### src/rtl/byte_lane_pkg.sv
package byte_lane_pkg;

  typedef enum logic [2:0] {
    ST_IDLE,
    ST_ISSUE1,
    ST_WAIT1,
    ST_ISSUE2,
    ST_WAIT2,
    ST_ACK
  } laneStateT;

  // Strobes from control to datapath
  typedef struct packed {
    logic load;     // latch the core request
    logic active;   // a bus transfer is in progress
    logic second;   // second transfer of a split access
    logic capture;  // sequencer finished: sample read lanes
  } laneCtlT;

endpackage

### src/rtl/byte_lane_ctrl.sv
module byte_lane_ctrl
  import byte_lane_pkg::*;
(
  input  logic    clk,
  input  logic    rstN,
  input  logic    reqValid,
  input  logic    splitNeeded,
  input  logic    seqDone,
  output logic    seqStart,
  output logic    reqAck,
  output laneCtlT ctl
);

  laneStateT state, stateNext;

  always_ff @(posedge clk or negedge rstN) begin
    if (!rstN) state <= ST_IDLE;
    else       state <= stateNext;
  end

  always_comb begin
    stateNext = state;
    case (state)
      ST_IDLE:   if (reqValid) stateNext = ST_ISSUE1;
      ST_ISSUE1: stateNext = ST_WAIT1;
      ST_WAIT1:  if (seqDone) stateNext = splitNeeded ? ST_ISSUE2 : ST_ACK;
      ST_ISSUE2: stateNext = ST_WAIT2;
      ST_WAIT2:  if (seqDone) stateNext = ST_ACK;
      ST_ACK:    stateNext = ST_IDLE;
      default:   stateNext = ST_IDLE;
    endcase
  end

  always_comb begin
    ctl.load    = (state == ST_IDLE) && reqValid;
    ctl.active  = (state == ST_ISSUE1) || (state == ST_WAIT1) ||
                  (state == ST_ISSUE2) || (state == ST_WAIT2);
    ctl.second  = (state == ST_ISSUE2) || (state == ST_WAIT2);
    ctl.capture = ((state == ST_WAIT1) || (state == ST_WAIT2)) && seqDone;
    seqStart    = (state == ST_ISSUE1) || (state == ST_ISSUE2);
    reqAck      = (state == ST_ACK);
  end

  // acknowledge is a single-cycle pulse
  a_r7_ack_pulse: assert property (@(posedge clk) disable iff (!rstN)
    reqAck |=> !reqAck);

  // every transfer start is a single-cycle pulse
  a_r7_start_pulse: assert property (@(posedge clk) disable iff (!rstN)
    seqStart |=> !seqStart);

  // acknowledge only follows a sequencer completion
  a_r7_ack_after_done: assert property (@(posedge clk) disable iff (!rstN)
    $rose(reqAck) |-> $past(seqDone));

  // no transfer start while the acknowledge is out
  a_r7_no_start_at_ack: assert property (@(posedge clk) disable iff (!rstN)
    reqAck |-> !seqStart);

endmodule

### src/rtl/byte_lane_path.sv
module byte_lane_path
  import byte_lane_pkg::*;
#(
  parameter int ADDR_W = 23,
  parameter int LANE_W = 8
) (
  input  logic                clk,
  input  logic                rstN,
  input  laneCtlT             ctl,
  input  logic [ADDR_W-1:0]   reqAddr,
  input  logic                reqWord,
  input  logic                reqWrite,
  input  logic [2*LANE_W-1:0] reqWdata,
  input  logic                wideBus,
  input  logic [2*LANE_W-1:0] extDin,
  output logic                splitNeeded,
  output logic [2*LANE_W-1:0] reqRdata,
  output logic [ADDR_W-2:0]   extAddr,
  output logic                extUdsN,
  output logic                extLdsN,
  output logic                extOeHi,
  output logic                extOeLo,
  output logic [2*LANE_W-1:0] extDout,
  output logic                busWrite
);

  localparam int DATA_W = 2 * LANE_W;

  logic [ADDR_W-1:0] addrQ;
  logic              wordQ, writeQ, wideQ;
  logic [DATA_W-1:0] wdQ, rdQ;

  logic [ADDR_W-1:0] curAddr;
  logic              fullWord, useHi, useLo;
  logic [LANE_W-1:0] byteOut, laneByte;

  always_ff @(posedge clk or negedge rstN) begin
    if (!rstN) begin
      addrQ  <= '0;
      wordQ  <= 1'b0;
      writeQ <= 1'b0;
      wideQ  <= 1'b1;
      wdQ    <= '0;
    end else if (ctl.load) begin
      addrQ  <= reqAddr;
      wordQ  <= reqWord;
      writeQ <= reqWrite;
      wideQ  <= wideBus;
      wdQ    <= reqWdata;
    end
  end

  always_comb begin
    splitNeeded = wordQ && (addrQ[0] || !wideQ);
    fullWord    = wordQ && !splitNeeded;
    curAddr     = ctl.second ? addrQ + ADDR_W'(1) : addrQ;
    useHi       = wideQ && (fullWord || !curAddr[0]);
    useLo       = !wideQ || fullWord || curAddr[0];
    byteOut     = (wordQ && !ctl.second) ? wdQ[DATA_W-1:LANE_W] : wdQ[LANE_W-1:0];
    laneByte    = useHi ? extDin[DATA_W-1:LANE_W] : extDin[LANE_W-1:0];
  end

  assign extAddr  = curAddr[ADDR_W-1:1];
  assign extUdsN  = !(ctl.active && wideQ && useHi);
  assign extLdsN  = !(ctl.active && wideQ && useLo);
  assign extOeHi  = ctl.active && writeQ && useHi;
  assign extOeLo  = ctl.active && writeQ && useLo;
  assign extDout  = fullWord ? wdQ : {byteOut, byteOut};
  assign busWrite = ctl.active && writeQ;
  assign reqRdata = rdQ;

  always_ff @(posedge clk or negedge rstN) begin
    if (!rstN) begin
      rdQ <= '0;
    end else if (ctl.capture) begin
      if (fullWord)         rdQ <= extDin;
      else if (!wordQ)      rdQ <= {{LANE_W{1'b0}}, laneByte};
      else if (!ctl.second) rdQ[DATA_W-1:LANE_W] <= laneByte;
      else                  rdQ[LANE_W-1:0] <= laneByte;
    end
  end

  // a read never drives either lane
  a_r4_read_undriven: assert property (@(posedge clk) disable iff (!rstN)
    (ctl.active && !writeQ) |-> (!extOeHi && !extOeLo));

  // narrow mode keeps both strobes inactive and the high lane off
  a_r8_narrow_quiet: assert property (@(posedge clk) disable iff (!rstN)
    (ctl.active && !wideQ) |-> (extUdsN && extLdsN && !extOeHi));

  // nothing on the bus between transfers
  a_r10_idle_quiet: assert property (@(posedge clk) disable iff (!rstN)
    !ctl.active |-> (extUdsN && extLdsN && !extOeHi && !extOeLo));

  // a byte transfer in wide mode uses exactly one strobe
  a_r5_one_strobe: assert property (@(posedge clk) disable iff (!rstN)
    (ctl.active && wideQ && !fullWord) |-> ($countones({extUdsN, extLdsN}) == 1));

  // the second transfer of a split moves to the next byte address
  a_r5_next_addr: assert property (@(posedge clk) disable iff (!rstN)
    $rose(ctl.second) |-> (curAddr == addrQ + ADDR_W'(1)));

endmodule

### src/rtl/byte_lane_steer.sv
module byte_lane_steer
  import byte_lane_pkg::*;
#(
  parameter int ADDR_W = 23,
  parameter int LANE_W = 8
) (
  input  logic                clk,
  input  logic                rstN,
  input  logic                reqValid,
  input  logic [ADDR_W-1:0]   reqAddr,
  input  logic                reqWord,
  input  logic                reqWrite,
  input  logic [2*LANE_W-1:0] reqWdata,
  input  logic                wideBus,
  output logic                reqAck,
  output logic [2*LANE_W-1:0] reqRdata,
  output logic                seqStart,
  input  logic                seqDone,
  output logic [ADDR_W-2:0]   extAddr,
  output logic                extUdsN,
  output logic                extLdsN,
  output logic                extOeHi,
  output logic                extOeLo,
  output logic [2*LANE_W-1:0] extDout,
  input  logic [2*LANE_W-1:0] extDin,
  output logic                busWrite
);

  laneCtlT ctl;
  logic    splitNeeded;

  byte_lane_ctrl uCtrl (
    .clk         (clk),
    .rstN        (rstN),
    .reqValid    (reqValid),
    .splitNeeded (splitNeeded),
    .seqDone     (seqDone),
    .seqStart    (seqStart),
    .reqAck      (reqAck),
    .ctl         (ctl)
  );

  byte_lane_path #(.ADDR_W(ADDR_W), .LANE_W(LANE_W)) uPath (
    .clk         (clk),
    .rstN        (rstN),
    .ctl         (ctl),
    .reqAddr     (reqAddr),
    .reqWord     (reqWord),
    .reqWrite    (reqWrite),
    .reqWdata    (reqWdata),
    .wideBus     (wideBus),
    .extDin      (extDin),
    .splitNeeded (splitNeeded),
    .reqRdata    (reqRdata),
    .extAddr     (extAddr),
    .extUdsN     (extUdsN),
    .extLdsN     (extLdsN),
    .extOeHi     (extOeHi),
    .extOeLo     (extOeLo),
    .extDout     (extDout),
    .busWrite    (busWrite)
  );

endmodule

### config.mk
export PLATFORM = sky130hd
export DESIGN_NAME = byte_lane_steer
export DESIGN_NICKNAME = d
export VERILOG_FILES = /design/src/rtl/byte_lane_pkg.sv /design/src/rtl/byte_lane_ctrl.sv /design/src/rtl/byte_lane_path.sv /design/src/rtl/byte_lane_steer.sv
export SDC_FILE = /design/constraint.sdc
export NUM_CORES = 1
export LEC_CHECK = 0
export ABC_AREA = 1
export BUFFER_PORTS_ARGS = -buffer_cell sky130_fd_sc_hd__clkbuf_2
export CORE_ASPECT_RATIO = 0.5
export CORE_MARGIN = 2
export CORE_UTILIZATION = 50
export DETAILED_ROUTE_END_ITERATION = 8
export PLACE_DENSITY = 0.86
export SKIP_CTS_REPAIR_TIMING = 1
export SYNTH_ARGS = -nofsm -noshare
export SYNTH_HDL_FRONTEND = slang
export SYNTH_HIERARCHICAL = 1
export SYNTH_SLANG_ARGS = --single-unit
### constraint.sdc
create_clock -name clk -period 2.2 [get_ports clk]
set_input_delay 0.11 -clock clk [delete_from_list [all_inputs] [get_ports clk]]
set_output_delay 0.11 -clock clk [all_outputs]
set_load 0.02 [all_outputs]
==> results.yml <==
clocking:
  cts.clk_slew.worst_paths_ns: 0.05
  cts_root_buf: "clkbuf_16"
  cts_tree: "built"
  htreeDepth: 3
  clock_path_buffers: 2
  cts.sinks: 61
  cts_buffers: 9
  clkLatencyLatePin_ns: 0.33
routing:
  antenna_left: 0
  via_per_inst: 5.22
  drc: 0
  drtIter0Drc: 420
  wl_mm: 9.85
  firstDrtPassIters: 4
  wire_per_inst_um: 13.8
  vias: 3733
global_route:
  grt_pass1_wl_mm: 15.0
  grt_antenna_before_repair: 0
  grt_overflow: 0
  grt_pass1_vias: 3405
  grt_usage_pct: 24.7
  grt_max_degree: 77
logic_synthesis:
  ys_types: 29
  syn_nets: 539
  syn_area_mm2: 0.00354
  synthCells: 476
  ys_seq_area_share_pct: 43.1
  yosysWarningCount: 6
  synth_flop_cell: "dfrtp_1"
  async_flop_share_pct: 100
  synth_seq_cells: 61
  synth-edff-count: 0
  avgSynthCellArea_um2: 7.45
outcome:
  violations: "hold timing"
  status: "complete, but fails checks"
worst_setup_path:
  crit_slowest_cell: "dfrtp_2"
  cp.arrival_ns: 2.02
  slowest_delay_ns: 0.43
  critPathBufInv: 2
  criticalPathCategory: "register to output port"
  crit_family: "simple AND/OR/NAND/NOR gates"
  crit_required_ns: 2.09
  crit_chain: "nor2_4 > nand2_4 > nand2_4 > buf_8 > nand3_1 > nor4_1 > nand3_1 > nand2_1 > clkbuf_2"
  startpoint_type: "register"
  end_kind: "output port"
  cp_max_fo: 9
power:
  ir_worst_vdd_mv: 0.673
  power_density_mw_per_mm2: 1660
  p_leak_nw: 2.50
  p_total_mw: 8.00
timing:
  worst_slew_pin_slew_ns: 0.431
  drv_slew: 0
  fin_crit_sh_pct: 96.7
  setup_viol: 0
  maxSlewHeadroom_pct: 71.3
  hold_viol: 7
  hold_ws_ns: -0.0130
  fin_skew_ns: 0.00567
  period_needed_ns: 2.13
  fmax_mhz: 470
layout:
  final_cells: 715
  post-route-util_pct: 71.2
  nFillCells: 547
  area_growth_pct: 36.1
  drive_gt1_share_pct: 32.4
  diodes: 0
  finalNetCount: 681
floorplan:
  num_rows: 21
  coreArea_mm2: 0.00678
  fp.dieArea_mm2: 0.00782
  fp.dieH_um: 63.5
  io_pins: 123
  start_util_pct: 52.3
  dieWidth_um: 123
placed_design:
  hpwlAfterDp_mm: 6.61
  place_inst: 680
  gp_congestion: 0.906
  io_buffers: 122
min_path:
  min_path_type: "primary input to register"
job:
  drv_cap: 0
==> layer usage <==
| layer | up-vias | share of wire, % | track usage [%] |
|---|---|---|---|
| li1 | 1829 | - | - |
| met1 | 1741 | 42 | 29.7 |
| met2 | 145 | 49 | 42.6 |
| met3 | 18 | 7.3 | 7.43 |
| met4 | 0 | 1.5 | 7.81 |
| met5 | - | 0 | 0 |
==> cells by family after synthesis <==
group | Yosys count | synth area share (%)
compound gates | 85 | 12.8
simple gates | 232 | 28.8
fa+ha+maj | 1 | 0.353
buf+inv | 76 | 9.18
flops | 61 | 43.1
xor+xnor | 13 | 3.21
mux | 8 | 2.54
==> report_power, final <==
| group | switching (mW) | total [mW] | leakage [nW] | internal (mW) |
|---|---|---|---|---|
| combinational | 2.91 | 4.48 | 1.61 | 1.56 |
| sequential | 0.469 | 2.14 | 0.752 | 1.67 |
| clock | 0.472 | 1.38 | 0.138 | 0.909 |
==> final cells by class <==
class,instances,area (µm²),share of cell area [%]
clock buffer,15,258,5.34
tap,92,115,2.39
sequential,61,1530,31.7
multi-input combinational,339,1780,36.9
inverter,59,226,4.69
clock inverter,1,30.0,0.622
timing repair buffer,148,883,18.3
==> layout by cell type, fill, tap and decap left out, drive strengths merged <==
cell type | Yosys | final
dfstp | 1 | 1
dlygate4sd3 | 0 | 8
nor4 | 2 | 2
nor3 | 15 | 15
buf | 8 | 24
a21oi | 7 | 7
ha | 1 | 1
nand2 | 144 | 144
clkbuf | 9 | 131
xor2 | 13 | 13
inv | 59 | 59
o211ai | 9 | 9
dfrtp | 60 | 60
mux2 | 8 | 8
nand3 | 38 | 38
nand4 | 5 | 5
o21ai | 69 | 69
nor2 | 28 | 28
bufinv | 0 | 1
==> synthesized netlist by cell type (5+ instances only) <==
library cell | count | area share (%)
nand2_1 | 139 | 15
inv_1 | 53 | 5.6
nand4_1 | 5 | 0.88
mux2_2 | 8 | 2.5
o21ai_0 | 61 | 8.6
nor3_1 | 15 | 2.1
inv_2 | 5 | 0.53
a21oi_1 | 5 | 0.71
xor2_1 | 13 | 3.2
nand3_1 | 36 | 5.1
dfrtp_1 | 60 | 42
nor2_1 | 22 | 2.3
o211ai_1 | 9 | 1.9
o21ai_1 | 8 | 1.1
clkbuf_1 | 9 | 0.95
==> flip-flops by register name, indices dropped and copies added, names as in the netlist <==
signal,flops
uPath/wordQ,1
uPath/addrQ,23
uCtrl/state,3
uPath/wdQ,16
uPath/reqRdata,16
uPath/writeQ,1
uPath/wideQ,1
==> path summary, 6_finish.rpt <==
kind,depth (start not counted),slack [ns],from,endpoint
min reg2reg,2,0.48,uPath/reqRdata[8],uPath/reqRdata[8]
max reg2reg,11,0.08,uCtrl/state[1],uPath/reqRdata[3]
min in group asynchronous,3,0.33,rstN,uPath/addrQ[10]
max,9,0.07,uCtrl/state[1],extAddr[18]
max in group asynchronous,3,1.56,rstN,uPath/wideQ
min,3,-0.01,reqWdata[0],uPath/wdQ[0]
==> worst register-to-register path, stage by stage (launching register included) <==
cell and delay, ns:
dfrtp_2 0.43, nor2_4 0.16, nand2_4 0.09, nand2_4 0.09, buf_8 0.15, nor2_4 0.05
buf_12 0.14, buf_4 0.14, a21oi_2 0.34, inv_1 0.23, nand2_1 0.11, o21ai_1 0.07
==> metrics by stage <==
| stage | area, µm² | hold WS [ns] | setup TNS (ns) | setup slack (ns) |
|---|---|---|---|---|
| 5_1_grt | 4830 | 0.000503 | -0.653 | -0.0652 |
| 6_report | 4830 | -0.0130 | 0 | 0.0722 |
| 3_5_place_dp | 4250 | 0.152 | 0 | 0.182 |
| 3_3_place_gp | 4250 | 0.148 | 0 | 0.249 |
| 4_1_cts | 4540 | -0.204 | -2.31 | -0.187 |
| 2_1_floorplan | 3540 | -0.186 | 0 | 0.0765 |
No activity file was read; power rests on OpenSTA's default activity.
